File: config.mk
export PLATFORM = sky130hd
export DESIGN_NAME = pwm_shadow_unit
export DESIGN_NICKNAME = d
export VERILOG_FILES = /design/src/rtl/pwm_shadow_pkg.sv /design/src/rtl/pwm_rst_sync.sv /design/src/rtl/pwm_regbank.sv /design/src/rtl/pwm_counter.sv /design/src/rtl/pwm_outgen.sv /design/src/rtl/pwm_shadow_unit.sv
export SDC_FILE = /design/constraint.sdc
export NUM_CORES = 1
export LEC_CHECK = 0
export BUFFER_PORTS_ARGS = -buffer_cell sky130_fd_sc_hd__buf_4
export CORE_ASPECT_RATIO = 2
export CORE_UTILIZATION = 44
export DETAILED_ROUTE_END_ITERATION = 12
export PLACE_DENSITY = 0.64
export SYNTH_ARGS = -nofsm -noshare
export SYNTH_HDL_FRONTEND = slang
export SYNTH_SLANG_ARGS = --single-unit
File: constraint.sdc
create_clock -name clk_i -period 14.95 [get_ports clk_i]
set_input_delay 0.7475 -clock clk_i [delete_from_list [all_inputs] [get_ports clk_i]]
set_output_delay 0.7475 -clock clk_i [all_outputs]
set_load 0.02 [all_outputs]
File: src/rtl/pwm_shadow_pkg.sv
`timescale 1ns/1ps
package pwm_shadow_pkg;
  localparam int ADDR_W = 4;
  localparam logic [ADDR_W-1:0] OFS_CNT  = 4'h0;
  localparam logic [ADDR_W-1:0] OFS_PER  = 4'h4;
  localparam logic [ADDR_W-1:0] OFS_DUTY = 4'h8;
  localparam logic [ADDR_W-1:0] OFS_CTRL = 4'hC;

  localparam int CB_EN   = 0;
  localparam int CB_CONT = 1;
  localparam int CB_DHI  = 3;
  localparam int CB_IHI  = 4;
  localparam int CB_LOCK = 6;

  typedef struct packed {
    logic duty_hi;
    logic idle_hi;
  } pwm_pol_t;
endpackage

File: src/rtl/pwm_rst_sync.sv
`timescale 1ns/1ps
module pwm_rst_sync (
  input  logic clk_i,
  input  logic arst_ni,
  output logic rst_no
);
  logic [1:0] sync_q;

  always_ff @(posedge clk_i or negedge arst_ni) begin
    if (!arst_ni) sync_q <= 2'b00;
    else          sync_q <= {sync_q[0], 1'b1};
  end

  assign rst_no = sync_q[1];
endmodule

File: src/rtl/pwm_regbank.sv
`timescale 1ns/1ps
module pwm_regbank
  import pwm_shadow_pkg::*;
#(
  parameter int DW = 32
) (
  input  logic              clk_i,
  input  logic              rst_ni,
  input  logic              wr_en_i,
  input  logic [ADDR_W-1:0] wr_addr_i,
  input  logic [DW-1:0]     wr_data_i,
  input  logic [ADDR_W-1:0] rd_addr_i,
  input  logic [DW-1:0]     cnt_i,
  output logic [DW-1:0]     per_o,
  output logic [DW-1:0]     duty_o,
  output pwm_pol_t          pol_o,
  output logic              run_o,
  output logic              lock_o,
  output logic [DW-1:0]     rd_data_o
);
  logic [DW-1:0] per_q, per_d;
  logic [DW-1:0] duty_q, duty_d;
  logic [DW-1:0] ctrl_q, ctrl_d;
  logic          we_per, we_duty, we_ctrl;

  assign we_per  = wr_en_i && (wr_addr_i == OFS_PER);
  assign we_duty = wr_en_i && (wr_addr_i == OFS_DUTY);
  assign we_ctrl = wr_en_i && (wr_addr_i == OFS_CTRL);

  always_comb begin
    per_d  = per_q;
    duty_d = duty_q;
    ctrl_d = ctrl_q;
    if (we_per)  per_d  = wr_data_i;
    if (we_duty) duty_d = wr_data_i;
    if (we_ctrl) ctrl_d = wr_data_i;
  end

  always_ff @(posedge clk_i or negedge rst_ni) begin
    if (!rst_ni) begin
      per_q  <= '0;
      duty_q <= '0;
      ctrl_q <= '0;
    end else begin
      per_q  <= per_d;
      duty_q <= duty_d;
      ctrl_q <= ctrl_d;
    end
  end

  assign per_o         = per_q;
  assign duty_o        = duty_q;
  assign pol_o.duty_hi = ctrl_q[CB_DHI];
  assign pol_o.idle_hi = ctrl_q[CB_IHI];
  assign run_o         = ctrl_q[CB_EN] & ctrl_q[CB_CONT];
  assign lock_o        = ctrl_q[CB_LOCK];

  always_comb begin
    unique case (rd_addr_i)
      OFS_CNT:  rd_data_o = cnt_i;
      OFS_PER:  rd_data_o = per_q;
      OFS_DUTY: rd_data_o = duty_q;
      OFS_CTRL: rd_data_o = ctrl_q;
      default:  rd_data_o = '0;
    endcase
  end

  // a period write is visible the next cycle
  p_readback_r2: assert property (@(posedge clk_i) disable iff (!rst_ni)
    $past(wr_en_i && (wr_addr_i == OFS_PER)) |-> per_q == $past(wr_data_i));
endmodule

File: src/rtl/pwm_counter.sv
`timescale 1ns/1ps
module pwm_counter
  import pwm_shadow_pkg::*;
#(
  parameter int DW = 32
) (
  input  logic          clk_i,
  input  logic          rst_ni,
  input  logic          run_i,
  input  logic          lock_i,
  input  logic [DW-1:0] per_shd_i,
  input  logic [DW-1:0] duty_shd_i,
  input  pwm_pol_t      pol_shd_i,
  output logic [DW-1:0] cnt_o,
  output logic [DW-1:0] per_o,
  output logic [DW-1:0] duty_o,
  output pwm_pol_t      pol_o
);
  localparam logic [DW-1:0] ONE = {{(DW-1){1'b0}}, 1'b1};

  logic [DW-1:0] cnt_q, cnt_d;
  logic [DW-1:0] per_q, duty_q;
  pwm_pol_t      pol_q;
  logic          wrap, load;

  assign wrap = (per_q == '0) || (cnt_q == (per_q - ONE));
  assign load = !run_i || (wrap && !lock_i);

  always_comb begin
    if (!run_i || wrap) cnt_d = '0;
    else                cnt_d = cnt_q + ONE;
  end

  always_ff @(posedge clk_i or negedge rst_ni) begin
    if (!rst_ni) cnt_q <= '0;
    else         cnt_q <= cnt_d;
  end

  always_ff @(posedge clk_i or negedge rst_ni) begin
    if (!rst_ni) begin
      per_q  <= '0;
      duty_q <= '0;
      pol_q  <= '0;
    end else if (load) begin
      per_q  <= per_shd_i;
      duty_q <= duty_shd_i;
      pol_q  <= pol_shd_i;
    end
  end

  assign cnt_o  = run_i ? cnt_q : '0;
  assign per_o  = per_q;
  assign duty_o = duty_q;
  assign pol_o  = pol_q;

  p_cnt_range_r3: assert property (@(posedge clk_i) disable iff (!rst_ni)
    (run_i && per_q != '0) |-> cnt_q < per_q);

  p_idle_cnt_zero_r6: assert property (@(posedge clk_i) disable iff (!rst_ni)
    !$past(run_i) |-> cnt_q == '0);

  p_locked_hold_r7: assert property (@(posedge clk_i) disable iff (!rst_ni)
    ($past(run_i) && $past(lock_i)) |-> ($stable(per_q) && $stable(duty_q) && $stable(pol_q)));

  p_commit_at_wrap_r8: assert property (@(posedge clk_i) disable iff (!rst_ni)
    ($past(run_i) && (per_q != $past(per_q))) |-> cnt_q == '0);
endmodule

File: src/rtl/pwm_outgen.sv
`timescale 1ns/1ps
module pwm_outgen
  import pwm_shadow_pkg::*;
#(
  parameter int DW = 32
) (
  input  logic          clk_i,
  input  logic          rst_ni,
  input  logic          run_i,
  input  logic          idle_live_i,
  input  logic [DW-1:0] cnt_i,
  input  logic [DW-1:0] per_i,
  input  logic [DW-1:0] duty_i,
  input  pwm_pol_t      pol_i,
  output logic          pwm_o
);
  logic in_duty, level;

  assign in_duty = (per_i != '0) && (cnt_i < duty_i);
  assign level   = in_duty ? pol_i.duty_hi : pol_i.idle_hi;
  assign pwm_o   = run_i ? level : idle_live_i;

  p_full_duty_r5: assert property (@(posedge clk_i) disable iff (!rst_ni)
    (run_i && per_i != '0 && duty_i >= per_i) |-> pwm_o == pol_i.duty_hi);
endmodule

File: src/rtl/pwm_shadow_unit.sv
`timescale 1ns/1ps
module pwm_shadow_unit
  import pwm_shadow_pkg::*;
#(
  parameter int DW = 32
) (
  input  logic              clk_i,
  input  logic              rst_ni,
  input  logic              wr_en_i,
  input  logic [ADDR_W-1:0] wr_addr_i,
  input  logic [DW-1:0]     wr_data_i,
  input  logic [ADDR_W-1:0] rd_addr_i,
  output logic [DW-1:0]     rd_data_o,
  output logic              pwm_o
);
  logic          rst_n;
  logic [DW-1:0] cnt, per_shd, duty_shd, per_act, duty_act;
  pwm_pol_t      pol_shd, pol_act;
  logic          run, lock;

  pwm_rst_sync u_rst (
    .clk_i   (clk_i),
    .arst_ni (rst_ni),
    .rst_no  (rst_n)
  );

  pwm_regbank #(.DW(DW)) u_regs (
    .clk_i     (clk_i),
    .rst_ni    (rst_n),
    .wr_en_i   (wr_en_i),
    .wr_addr_i (wr_addr_i),
    .wr_data_i (wr_data_i),
    .rd_addr_i (rd_addr_i),
    .cnt_i     (cnt),
    .per_o     (per_shd),
    .duty_o    (duty_shd),
    .pol_o     (pol_shd),
    .run_o     (run),
    .lock_o    (lock),
    .rd_data_o (rd_data_o)
  );

  pwm_counter #(.DW(DW)) u_cnt (
    .clk_i      (clk_i),
    .rst_ni     (rst_n),
    .run_i      (run),
    .lock_i     (lock),
    .per_shd_i  (per_shd),
    .duty_shd_i (duty_shd),
    .pol_shd_i  (pol_shd),
    .cnt_o      (cnt),
    .per_o      (per_act),
    .duty_o     (duty_act),
    .pol_o      (pol_act)
  );

  pwm_outgen #(.DW(DW)) u_out (
    .clk_i       (clk_i),
    .rst_ni      (rst_n),
    .run_i       (run),
    .idle_live_i (pol_shd.idle_hi),
    .cnt_i       (cnt),
    .per_i       (per_act),
    .duty_i      (duty_act),
    .pol_i       (pol_act),
    .pwm_o       (pwm_o)
  );
endmodule

==> results of run 1 <==
==> cells in the mapped netlist (2+ instances only) <==
master     number  share of area, %
a31oi_1        44               2.2
inv_1          38               1.1
nand2b_1        2              0.10
nor2b_1         7              0.35
nor2_1         84               2.5
nand4_1        22               1.1
o211ai_1        2              0.12
a211oi_1       38               2.3
o311ai_1       26               1.8
and3_1         75               3.7
nor4b_1         2              0.14
xor2_1         27               1.9
ha_1           34               3.4
nand3b_1        2              0.12
nor3b_1         2              0.12
a221o_1        32               2.6
nand3_1        81               3.2
nand4b_1       63               4.4
o2111ai_1       2              0.14
clkbuf_1       90               2.7
nor3_2          3              0.24
a21oi_1        13              0.52
nand2_1       124               3.7
dfrtp_1       196                39
o21ai_0        13              0.52
a22o_1         36               2.5
buf_4           2              0.12
a311oi_1        2              0.14
nor4_1         17              0.85
o21ai_1         5              0.20
or3_1           5              0.25
a21o_1          6              0.36
buf_6           5              0.45
nor3_1         35               1.4
and4_1          2              0.14
or4_1           8              0.48
xnor2_1        41               2.9
buf_1          10              0.30
buf_2          16              0.64
mux2i_1         4              0.32
mux2_2         97               8.7
o311a_1         2              0.16
==> worst paths after layout <==
check	endpoint
worst min register to register	u_rst.sync_q[1]$_DFF_PN0_
worst min-delay path	u_rst.sync_q[1]$_DFF_PN0_
min in group clk_i	u_rst.sync_q[1]$_DFF_PN0_
max in group asynchronous	u_regs.per_o[26]$_DFFE_PN0P_
worst max-delay path	pwm_o
worst max register to register	u_cnt.per_o[9]$_DFFE_PN0P_
==> per-stage QoR <==
step,utilization (%),worst slack [ns]
after floorplan,-,9.08
after global routing,49.5,9.52
final,49.5,9.63
after global placement,47.4,10.24
after CTS,49.5,9.70
after detailed placement,47.4,10.23
==> cell families (layout without fill, tap and decap cells) <==
group                      after synthesis  in the layout  synth area share (%)
and+or+nand+nor                        544            544                  23.8
AOI/OAI and AO/OA                      234            234                  14.5
DFF                                    196            196                  39.1
buffers and inverters                  161            171                  5.34
muxes                                  101            101                  9.04
xor gates and xnor gates                68             68                  4.75
adders and majority gates               34             34                  3.40
other                                    1              1                0.0299
==> metal layers <==
| metal | vias to the layer above | global-route usage [%] | wire length, um |
|---|---|---|---|
| li1 | 4997 | - | - |
| met1 | 5559 | 31.3 | 15500 |
| met2 | 358 | 51.4 | 21800 |
| met3 | 120 | 4.51 | 1600 |
| met4 | 0 | 18.4 | 2160 |
| met5 | - | 0 | 0 |
==> power groups by stage <==
stage | clock network, mW | registers, mW | logic, mW
floorplan | 0 | 0.769 | 0.434
global placement | 0 | 0.830 | 0.568
detailed placement | 0 | 0.834 | 0.579
CTS | 0.498 | 0.825 | 0.583
global route | 0.516 | 0.849 | 0.638
finish | 0.490 | 0.829 | 0.584
==> flip-flops by register name (all words and copies together) (netlist names) <==
signal,count
u_cnt.per_o,32
u_regs.per_o,32
u_cnt.cnt_q,32
u_regs.ctrl_q,32
u_rst.sync_q,2
u_cnt.duty_o,32
u_cnt.pol_o,2
u_regs.duty_o,32
==> cell type report <==
type	instances	area (sq um)	area share, %
clock buffer	21	460	3.31
multi-input combinational	982	7040	50.6
clock inverter	11	151	1.09
timing repair buffer	101	758	5.45
sequential	196	4910	35.3
inverter	38	143	1.03
tap	356	445	3.20
==> flow_summary.json, run 1 <==
{
  "status": "completed",
  "tns_ns": 0,
  "grt_pass1_vias": 11100,
  "synth_nets": 1416,
  "portBuffers": 75,
  "vias": 11000,
  "finalPower_mw": 1.90,
  "critPathMaxFanout": 32,
  "worst_slew_pin_slew_ns": 1.20,
  "required_ns": 14.20,
  "cp_data_arrival_time_ns": 4.57,
  "die_x_um": 121,
  "max-cap-violations": 0,
  "cts_hold_buf": 0,
  "dp.cells": 1673,
  "dpl.hpwl_um": 26300,
  "die-area_sq_mm": 0.0292,
  "crit_path_max_incr_delay_ns": 1.03,
  "clockBufferDepth": 2,
  "hold_class": "input port to asynchronous set/reset pin",
  "drt_pre_antenna_iters": 5,
  "switchingPower_uw": 732,
  "critical_path_depth": 12,
  "fin_skew_ns": 0.00969,
  "cp_slowest_cell": "dfrtp_1",
  "start_util_pct": 44.6,
  "grt_pass1_wl_um": 62800,
  "via_per_inst": 6.47,
  "die-height_um": 241,
  "swShare_pct": 38.4,
  "postCtsSetupRepairBufs": 0,
  "gp_congestion": 0.873,
  "syn_to_final_growth_pct": 11.1,
  "final_area_sq_mm": 0.0139,
  "drc": 0,
  "path_cells": "nand2_1, buf_4, nor2_1, ha_1, a21o_1, a21o_1, a211oi_1, o21ai_0, a2111o_1, or3b_2, a31oi_1, buf_4",
  "intPower_mw": 1.17,
  "ys_seq_area_share_pct": 39.1,
  "crit_family": "compound AO/OA/AOI/OAI gates",
  "synth_area_sq_mm": 0.0125,
  "postRouteAntennaNets": 0,
  "cp-end-kind": "primary output",
  "grt.overflow.total": 0,
  "finalMaxSlewViolations": 0,
  "yosys_warnings": 0,
  "antenna_found_initial": 0,
  "critPathLaunchType": "register",
  "diodes": 0,
  "placed_cell_area_sq_mm": 0.0133,
  "cts_made_buffers": 17,
  "wl_per_cell_um": 24.0,
  "startpoint": "u_regs.ctrl_q[0]$_DFFE_PN0P_",
  "path_class": "register to primary output",
  "maxSlewHeadroom_pct": 19.8,
  "final_cell_mix": "dfrtp_1, nand2_1, buf_4, mux2_2",
  "num_rows": 87,
  "track_usage_pct": 28.8,
  "clkLatencyLatePin_ns": 0.47,
  "cts_resized": 0,
  "drive_gt1_share_pct": 19.0,
  "fin_crit_ns": 5.32,
  "setup_viol": 0,
  "core_area_sq_mm": 0.0281,
  "cts_tree": "yes",
  "combPwrFrac_pct": 30.7,
  "rsz0062_at_grt": "no",
  "finalHoldViolations": 0,
  "synthArstFlopShare_pct": 100,
  "nNetsFinal": 1413,
  "avgSynthCellArea_sq_um": 9.36,
  "ctsRootBufferMaster": "clkbuf_16",
  "wirelength_um": 41000,
  "period_share_pct": 35.6,
  "ys.flop_type": "dfrtp_1",
  "ys_ff_latch": 196,
  "synth-edff-count": 0,
  "leakagePower_nw": 6.06,
  "layout_commonest_cell": "dfrtp_1",
  "ir_drop_mv": 0.0862,
  "hold-worst-slack_ns": 0.0457,
  "htreeDepth": 4,
  "seqPwrFrac_pct": 43.6,
  "grt_max_degree": 75,
  "ff2ff_path_depth": 9,
  "stdcell_count": 1705,
  "cts.sinks": 196,
  "synthCells": 1339,
  "critPathBufInv": 2,
  "ioPinCount": 76,
  "drt_iter0_drc": 724,
  "yosysUniqueCellTypes": 66,
  "fillers": 2684,
  "power_density_mw_per_mm2": 137,
  "fmax_mhz": 188,
  "r2r-start": "u_cnt.per_o[3]$_DFFE_PN0P_",
  "clk_pin_slew_ns": 0.07,
  "regToRegSetupSlack_ns": 10.21,
  "p_clk_share_pct": 25.8
}
No activity file was read; power rests on OpenSTA's default activity.
==> run 2, diff against run 1 <==
--- a/config.mk
+++ b/config.mk
@@ -5,11 +5,12 @@
 export SDC_FILE = /design/constraint.sdc
 export NUM_CORES = 1
 export LEC_CHECK = 0
+export ABC_AREA = 1
 export BUFFER_PORTS_ARGS = -buffer_cell sky130_fd_sc_hd__buf_4
 export CORE_ASPECT_RATIO = 2
 export CORE_UTILIZATION = 44
 export DETAILED_ROUTE_END_ITERATION = 12
-export PLACE_DENSITY = 0.64
+export PLACE_DENSITY = 0.67
 export SYNTH_ARGS = -nofsm -noshare
 export SYNTH_HDL_FRONTEND = slang
 export SYNTH_SLANG_ARGS = --single-unit
==> constraint.sdc (replaced) <==
create_clock -name clk_i -period 4.8 [get_ports clk_i]
set_input_delay 0.24 -clock clk_i [delete_from_list [all_inputs] [get_ports clk_i]]
set_output_delay 0.24 -clock clk_i [all_outputs]
set_load 0.02 [all_outputs]
==> run 2 against run 1 <==
  * Via count decreased by 12%
  * Die area shrank 12%
  * Count of clock-buffer cells in the layout is 2 lower
  * First-iteration DRC count shrank 23%
  * Sequential power rose to 2.8 times the previous value
  * Global-route usage shrank 4.2 points
  * Flip-flop and latch count stayed put
  * Worst hold slack better by 0.039 ns
  * Register-to-register slack got worse by 9.2 ns
  * Area after synthesis is 13% lower
  * Core utilization rose by 1.1 points
==> flow_summary.json, run 2 <==
{
  "wl_met3_um": 1010,
  "rsz0062_at_grt": "no",
  "drive_gt1_share_pct": 9.27,
  "ys_seq_area_share_pct": 44.8,
  "start_util_pct": 44.8,
  "cts.sinks": 196,
  "synth_top_area_cell": "dfrtp_1",
  "cp-end-kind": "primary output",
  "synth-edff-count": 0,
  "vias": 9740,
  "diodes": 0,
  "synthCells": 1482,
  "final_cell_mix": "nand2_1, dfrtp_1, inv_1, nor2_1, nand3_1",
  "path_class": "register to primary output",
  "ys.flop_type": "dfrtp_1",
  "path_cells": "nand2_1, buf_4, nor2_1, ha_1, a21oi_1, nor2_1, a211oi_1, nand2_1, nand2_1, nand2_1, nand3_1, nand3_1, o211ai_1, nand2_1, buf_4",
  "setup_viol": 0,
  "critPathLaunchType": "register",
  "cp_data_arrival_time_ns": 3.64,
  "dpl.hpwl_um": 21800,
  "required_ns": 4.56,
  "die_x_um": 114,
  "die-area_sq_mm": 0.0256,
  "synth_area_leaders": "dfrtp_1, nand2_1, nand3_1",
  "muxShareOfSynthArea_pct": 0,
  "wl_per_cell_um": 16.0,
  "synthAdderAreaFrac_pct": 3.89,
  "clockBufferDepth": 2,
  "postRouteAntennaNets": 0,
  "fillers": 2416,
  "wl_met2_um": 15800,
  "drt_pre_antenna_iters": 5,
  "die-height_um": 225,
  "top_layer": "met4",
  "synth_top_area_share_pct": 44.8,
  "synth_xor_xnor_area_share_pct": 3.57,
  "grt_max_degree": 89,
  "power_density_mw_per_mm2": 400,
  "yosysUniqueCellTypes": 33,
  "synth.most_common_cell": "nand2_1",
  "ys_ff_latch": 196,
  "finalMaxSlewViolations": 0,
  "track_usage_pct": 24.7,
  "core_area_sq_mm": 0.0244,
  "tns_ns": 0,
  "crit_family": "simple AND/OR/NAND/NOR gates",
  "antenna_found_initial": 0,
  "hold_class": "input port to register",
  "synth_area_sq_mm": 0.0109,
  "max-cap-violations": 0,
  "fin_crit_ns": 3.88,
  "path_common_cell": "nand2_1",
  "htreeDepth": 4,
  "nNetsFinal": 1607,
  "synthArstFlopShare_pct": 100,
  "layout_commonest_cell": "nand2_1",
  "wl_met1_um": 12300,
  "gp_congestion": 0.897,
  "wirelength_um": 30000,
  "grt_pass1_vias": 9391,
  "period_share_pct": 80.8,
  "synth_top_family_by_area": "simple AND/OR/NAND/NOR gates",
  "via_per_inst": 5.19,
  "clkLatencyLatePin_ns": 0.45,
  "hold-worst-slack_ns": 0.0850,
  "syn_to_final_growth_pct": 12.9,
  "synth_nets": 1559,
  "leakagePower_nw": 6.10,
  "fin_skew_ns": 0.0107,
  "critPathMaxFanout": 22,
  "cts_hold_buf": 1,
  "ir_drop_mv": 0.350,
  "grt.overflow.total": 0,
  "drc": 0,
  "finalHoldViolations": 0,
  "num_rows": 81,
  "cts_resized": 0,
  "worst_slew_pin_slew_ns": 0.903,
  "grt_pass1_wl_um": 48500,
  "maxSlewHeadroom_pct": 39.6,
  "drt_iter0_drc": 560,
  "crit_path_max_incr_delay_ns": 0.67,
  "portBuffers": 75,
  "status": "completed",
  "yosys_warnings": 0,
  "critPathBufInv": 2,
  "synth_compound_area_share_pct": 7.82,
  "fmax_mhz": 258,
  "cp_slowest_cell": "nand2_1",
  "postCtsSetupRepairBufs": 0,
  "clk_pin_slew_ns": 0.08,
  "cts_made_buffers": 17,
  "yosys.area_share.simple_pct": 32.0,
  "synth_common_cells": "nand2_1, dfrtp_1, inv_1, nor2_1, nand3_1",
  "cts_tree": "yes",
  "ctsRootBufferMaster": "clkbuf_16",
  "avgSynthCellArea_sq_um": 7.39,
  "ioPinCount": 76
}
## run 2: layout make-up
type | instances | area, sq um | area share [%]
well taps | 332 | 415 | 3.36
clock buffers | 19 | 453 | 3.66
inverters | 154 | 578 | 4.68
clock inverters | 13 | 114 | 0.921
multi-input cells | 1072 | 5200 | 42.1
flip-flops and latches | 196 | 4910 | 39.7
repair buffers | 89 | 696 | 5.63
## run 2: final timing paths
path,from,to,slack [ns],cells after the start
worst min-delay path,wr_data_i[20],u_regs.per_o[20]$_DFFE_PN0P_,0.09,3
worst min register to register,u_rst.sync_q[1]$_DFF_PN0_,u_regs.per_o[20]$_DFFE_PN0P_,0.37,0
worst max register to register,u_cnt.per_o[0]$_DFFE_PN0P_,u_cnt.per_o[28]$_DFFE_PN0P_,1.02,17
max in group asynchronous,u_rst.sync_q[1]$_DFF_PN0_,u_regs.ctrl_q[9]$_DFFE_PN0P_,3.24,1
min in group asynchronous,rst_ni,u_rst.sync_q[0]$_DFF_PN0_,0.11,2
worst max-delay path,u_regs.ctrl_q[1]$_DFFE_PN0P_,pwm_o,0.92,15
## run 2: worst min-delay path: stages
cell     delay, ns
buf_4         0.10
inv_1         0.06
o21ai_0       0.08
## run 2: power breakdown
| part | total (mW) | internal, mW | leakage [nW] | switching [mW] |
|---|---|---|---|---|
| combinational | 1.27 | 0.458 | 3.30 | 0.814 |
| sequential | 2.29 | 1.97 | 2.53 | 0.315 |
| clock | 1.39 | 0.708 | 0.267 | 0.678 |
| total | 4.94 | 3.14 | 6.10 | 1.81 |
## run 2: per-layer routing
| metal | vias up | GRT usage (%) |
|---|---|---|
| met2 | 260 | 44.1 |
| li1 | 4818 | - |
| met1 | 4615 | 29.9 |
| met4 | 0 | 9.17 |
| met5 | - | 0 |
| met3 | 47 | 3.12 |
## run 2: cell families after synthesis
| group | Yosys count |
|---|---|
| buffers and inverters | 214 |
| AND/OR/NAND/NOR | 836 |
| adder cells (fa/ha/maj) | 34 |
| flip-flops | 196 |
| XOR/XNOR | 43 |
| AO/OA/AOI/OAI | 158 |
| other | 1 |
## run 2: stage by stage
stage	power (mW)	instances	utilization [%]	cell area [sq um]	worst slack, ns
2_1_floorplan	3.17	1482	-	11000	1.57
3_3_place_gp	3.56	1842	48.3	11800	1.21
4_1_cts	4.98	1875	50.6	12400	0.850
3_5_place_dp	3.59	1842	48.3	11800	1.11
6_report	4.94	1875	50.6	12400	0.922
5_1_grt	5.25	1875	50.6	12400	0.544
==> run 3, diff against run 2 <==
--- a/config.mk
+++ b/config.mk
@@ -5,12 +5,12 @@
 export SDC_FILE = /design/constraint.sdc
 export NUM_CORES = 1
 export LEC_CHECK = 0
-export ABC_AREA = 1
+export ABC_AREA = 0
 export BUFFER_PORTS_ARGS = -buffer_cell sky130_fd_sc_hd__buf_4
 export CORE_ASPECT_RATIO = 2
 export CORE_UTILIZATION = 44
 export DETAILED_ROUTE_END_ITERATION = 12
-export PLACE_DENSITY = 0.67
+export PLACE_DENSITY = 0.64
 export SYNTH_ARGS = -nofsm -noshare
 export SYNTH_HDL_FRONTEND = slang
 export SYNTH_SLANG_ARGS = --single-unit
==> constraint.sdc (replaced) <==
create_clock -name clk_i -period 3.9 [get_ports clk_i]
set_input_delay 0.195 -clock clk_i [delete_from_list [all_inputs] [get_ports clk_i]]
set_output_delay 0.195 -clock clk_i [all_outputs]
set_load 0.02 [all_outputs]
==> run 3 against run 2 <==
  * Sequential share of layout area shrank 6.5 points
  * Non-clock buffer count increased by 92
  * Setup slack worse by 0.82 ns
  * Largest cell class unchanged
==> flow_summary.json, run 3 (synthesized netlist as in run 1, its figures left out) <==
{
  "via_per_inst": 6.46,
  "ioPinCount": 76,
  "power_density_mw_per_mm2": 518,
  "start_util_pct": 44.6,
  "cp-end-kind": "primary output",
  "gp_congestion": 0.943,
  "clockBufferDepth": 2,
  "p_clk_share_pct": 25.7,
  "cts_tree": "yes",
  "drt_iter0_drc": 844,
  "grt_use_met1_pct": 31.8,
  "vias": 11500,
  "clkLatencyLatePin_ns": 0.47,
  "drt_pre_antenna_iters": 5,
  "grt_use_met2_pct": 52.1,
  "leakagePower_nw": 6.49,
  "portBuffers": 75,
  "hold-worst-slack_ns": 0.0264,
  "cts.sinks": 196,
  "core_area_sq_mm": 0.0281,
  "required_ns": 3.70,
  "status": "completed",
  "setup_viol": 0,
  "final_cell_mix": "dfrtp_1, buf_4, nand2_1, mux2_2",
  "busiest_layer": "met2",
  "clk_pin_slew_ns": 0.08,
  "track_usage_pct": 29.1,
  "cp_data_arrival_time_ns": 3.60,
  "finalHoldViolations": 0,
  "diodes": 0,
  "switchingPower_mw": 2.91,
  "post-place-ws_ns": 0.188,
  "finalMaxSlewViolations": 0,
  "combPwrFrac_pct": 33.2,
  "critPathLaunchType": "register",
  "timing.final.ws_setup_ns": 0.105,
  "period_share_pct": 97.3,
  "syn_to_final_growth_pct": 18.0,
  "grt.overflow.total": 0,
  "r2r-start": "u_cnt.per_o[0]$_DFFE_PN0P_",
  "grt_max_degree": 107,
  "postRouteAntennaNets": 0,
  "rsz0062_at_grt": "yes",
  "intPower_mw": 4.74,
  "num_rows": 87,
  "die-height_um": 241,
  "hold_class": "input port to asynchronous set/reset pin",
  "swShare_pct": 38.0,
  "stdcell_count": 1785,
  "nNetsFinal": 1493,
  "dp.cells": 1720,
  "grt_pass1_wl_um": 63800,
  "cts_made_buffers": 17,
  "finalPower_mw": 7.66,
  "wirelength_um": 41300,
  "regToRegSetupSlack_ns": 0.23,
  "worst_slew_pin_slew_ns": 0.998,
  "maxSlewHeadroom_pct": 33.4,
  "drc": 0,
  "seqPwrFrac_pct": 41.1,
  "layout_commonest_cell": "dfrtp_1",
  "fmax_mhz": 264,
  "die-area_sq_mm": 0.0292,
  "path_class": "register to primary output",
  "tns_ns": 0,
  "max-cap-violations": 0,
  "ff2ff_path_depth": 10,
  "grt_pass1_vias": 11400,
  "ir_drop_mv": 0.325,
  "ctsRootBufferMaster": "clkbuf_16",
  "die_x_um": 121,
  "r2r_end": "u_cnt.per_o[27]$_DFFE_PN0P_",
  "antenna_found_initial": 0,
  "dpl.hpwl_um": 28100,
  "critPathMaxFanout": 19,
  "wl_per_cell_um": 23.1,
  "fin_crit_ns": 3.79,
  "postCtsSetupRepairBufs": 0,
  "fin_skew_ns": 0.0136,
  "drive_gt1_share_pct": 21.4,
  "htreeDepth": 4,
  "grt_use_met3_pct": 3.50,
  "fillers": 2646
}
==> run 3: cell types whose count changed in the layout (fill, tap and decap cells not counted), sizes merged, moves of 37 or more <==
| cell | delta |
|---|---|
| nand2 | -360 |
| o21ai | -89 |
| a31oi | +40 |
| a211oi | +37 |
| mux2 | +97 |
| and3 | +75 |
| nor2 | -77 |
| nand4b | +63 |
| nand3 | -38 |
| inv | -118 |
| buf | +60 |
==> run 3: worst max path at each step <==
stage | from | endpoint | slack [ns] | depth (start not counted)
global route | u_cnt.per_o[0]$_DFFE_PN0P_ | u_cnt.per_o[11]$_DFFE_PN0P_ | -0.03 | 10
CTS | u_regs.ctrl_q[1]$_DFFE_PN0P_ | pwm_o | 0.007 | 12
finish | u_regs.ctrl_q[1]$_DFFE_PN0P_ | pwm_o | 0.11 | 12
global placement | u_regs.ctrl_q[1]$_DFFE_PN0P_ | pwm_o | 0.31 | 12
floorplan | u_cnt.per_o[0]$_DFFE_PN0P_ | u_cnt.per_o[25]$_DFFE_PN0P_ | 0.64 | 12
detailed placement | u_cnt.per_o[0]$_DFFE_PN0P_ | u_cnt.per_o[27]$_DFFE_PN0P_ | 0.19 | 12
==> run 3: power groups by stage <==
stage | Clock (mW) | Sequential (mW) | Combinational [mW]
2_1_floorplan | 0 | 2.95 | 1.66
3_3_place_gp | 0 | 3.14 | 2.41
3_5_place_dp | 0 | 3.16 | 2.46
4_1_cts | 2.00 | 3.13 | 2.51
5_1_grt | 2.07 | 3.22 | 2.76
6_report | 1.97 | 3.15 | 2.54
==> run 3: through the flow <==
step | util, % | instance area [sq um]
global placement | 49.0 | 13800
global route | 52.6 | 14800
CTS | 52.6 | 14800
finish | 52.6 | 14800
detailed placement | 49.0 | 13800
floorplan | - | 12500
==> run 3: timing repair <==
item                                   in CTS  in global routing
hold buffers                               33                  0
setup endpoints to repair                   1                 16
pin swaps                                   2                  4
resized for setup                           5                  4
endpoints found under the hold margin      94                  0
gates cloned                                0                  0
==> run 3: final cells by class <==
cell class	instances	area, sq um	share of cell area [%]
well taps	356	445	3.01
clock inverters	12	188	1.27
flip-flops and latches	196	4910	33.2
inverters	38	143	0.965
clock buffers	20	457	3.09
multi-input cells	982	7080	47.9
repair buffers	181	1560	10.6
==> run 3: layer usage <==
layer	part of all wire, %	wire, um
met4	6.1	2500
met1	36	15000
met3	4.2	1730
met5	0	0
met2	53	22000
==> run 3: worst max-delay path: stages (launching register included) <==
cell and delay (ns):
dfrtp_1 0.40, buf_12 0.16, and3_1 0.18, ha_1 0.29, a21o_1 0.16, a21o_1 0.17, a21o_1 0.18, a211oi_2 0.26
o21ai_2 0.14, a2111o_1 0.43, or3b_4 0.40, a31oi_4 0.20, buf_6 0.14
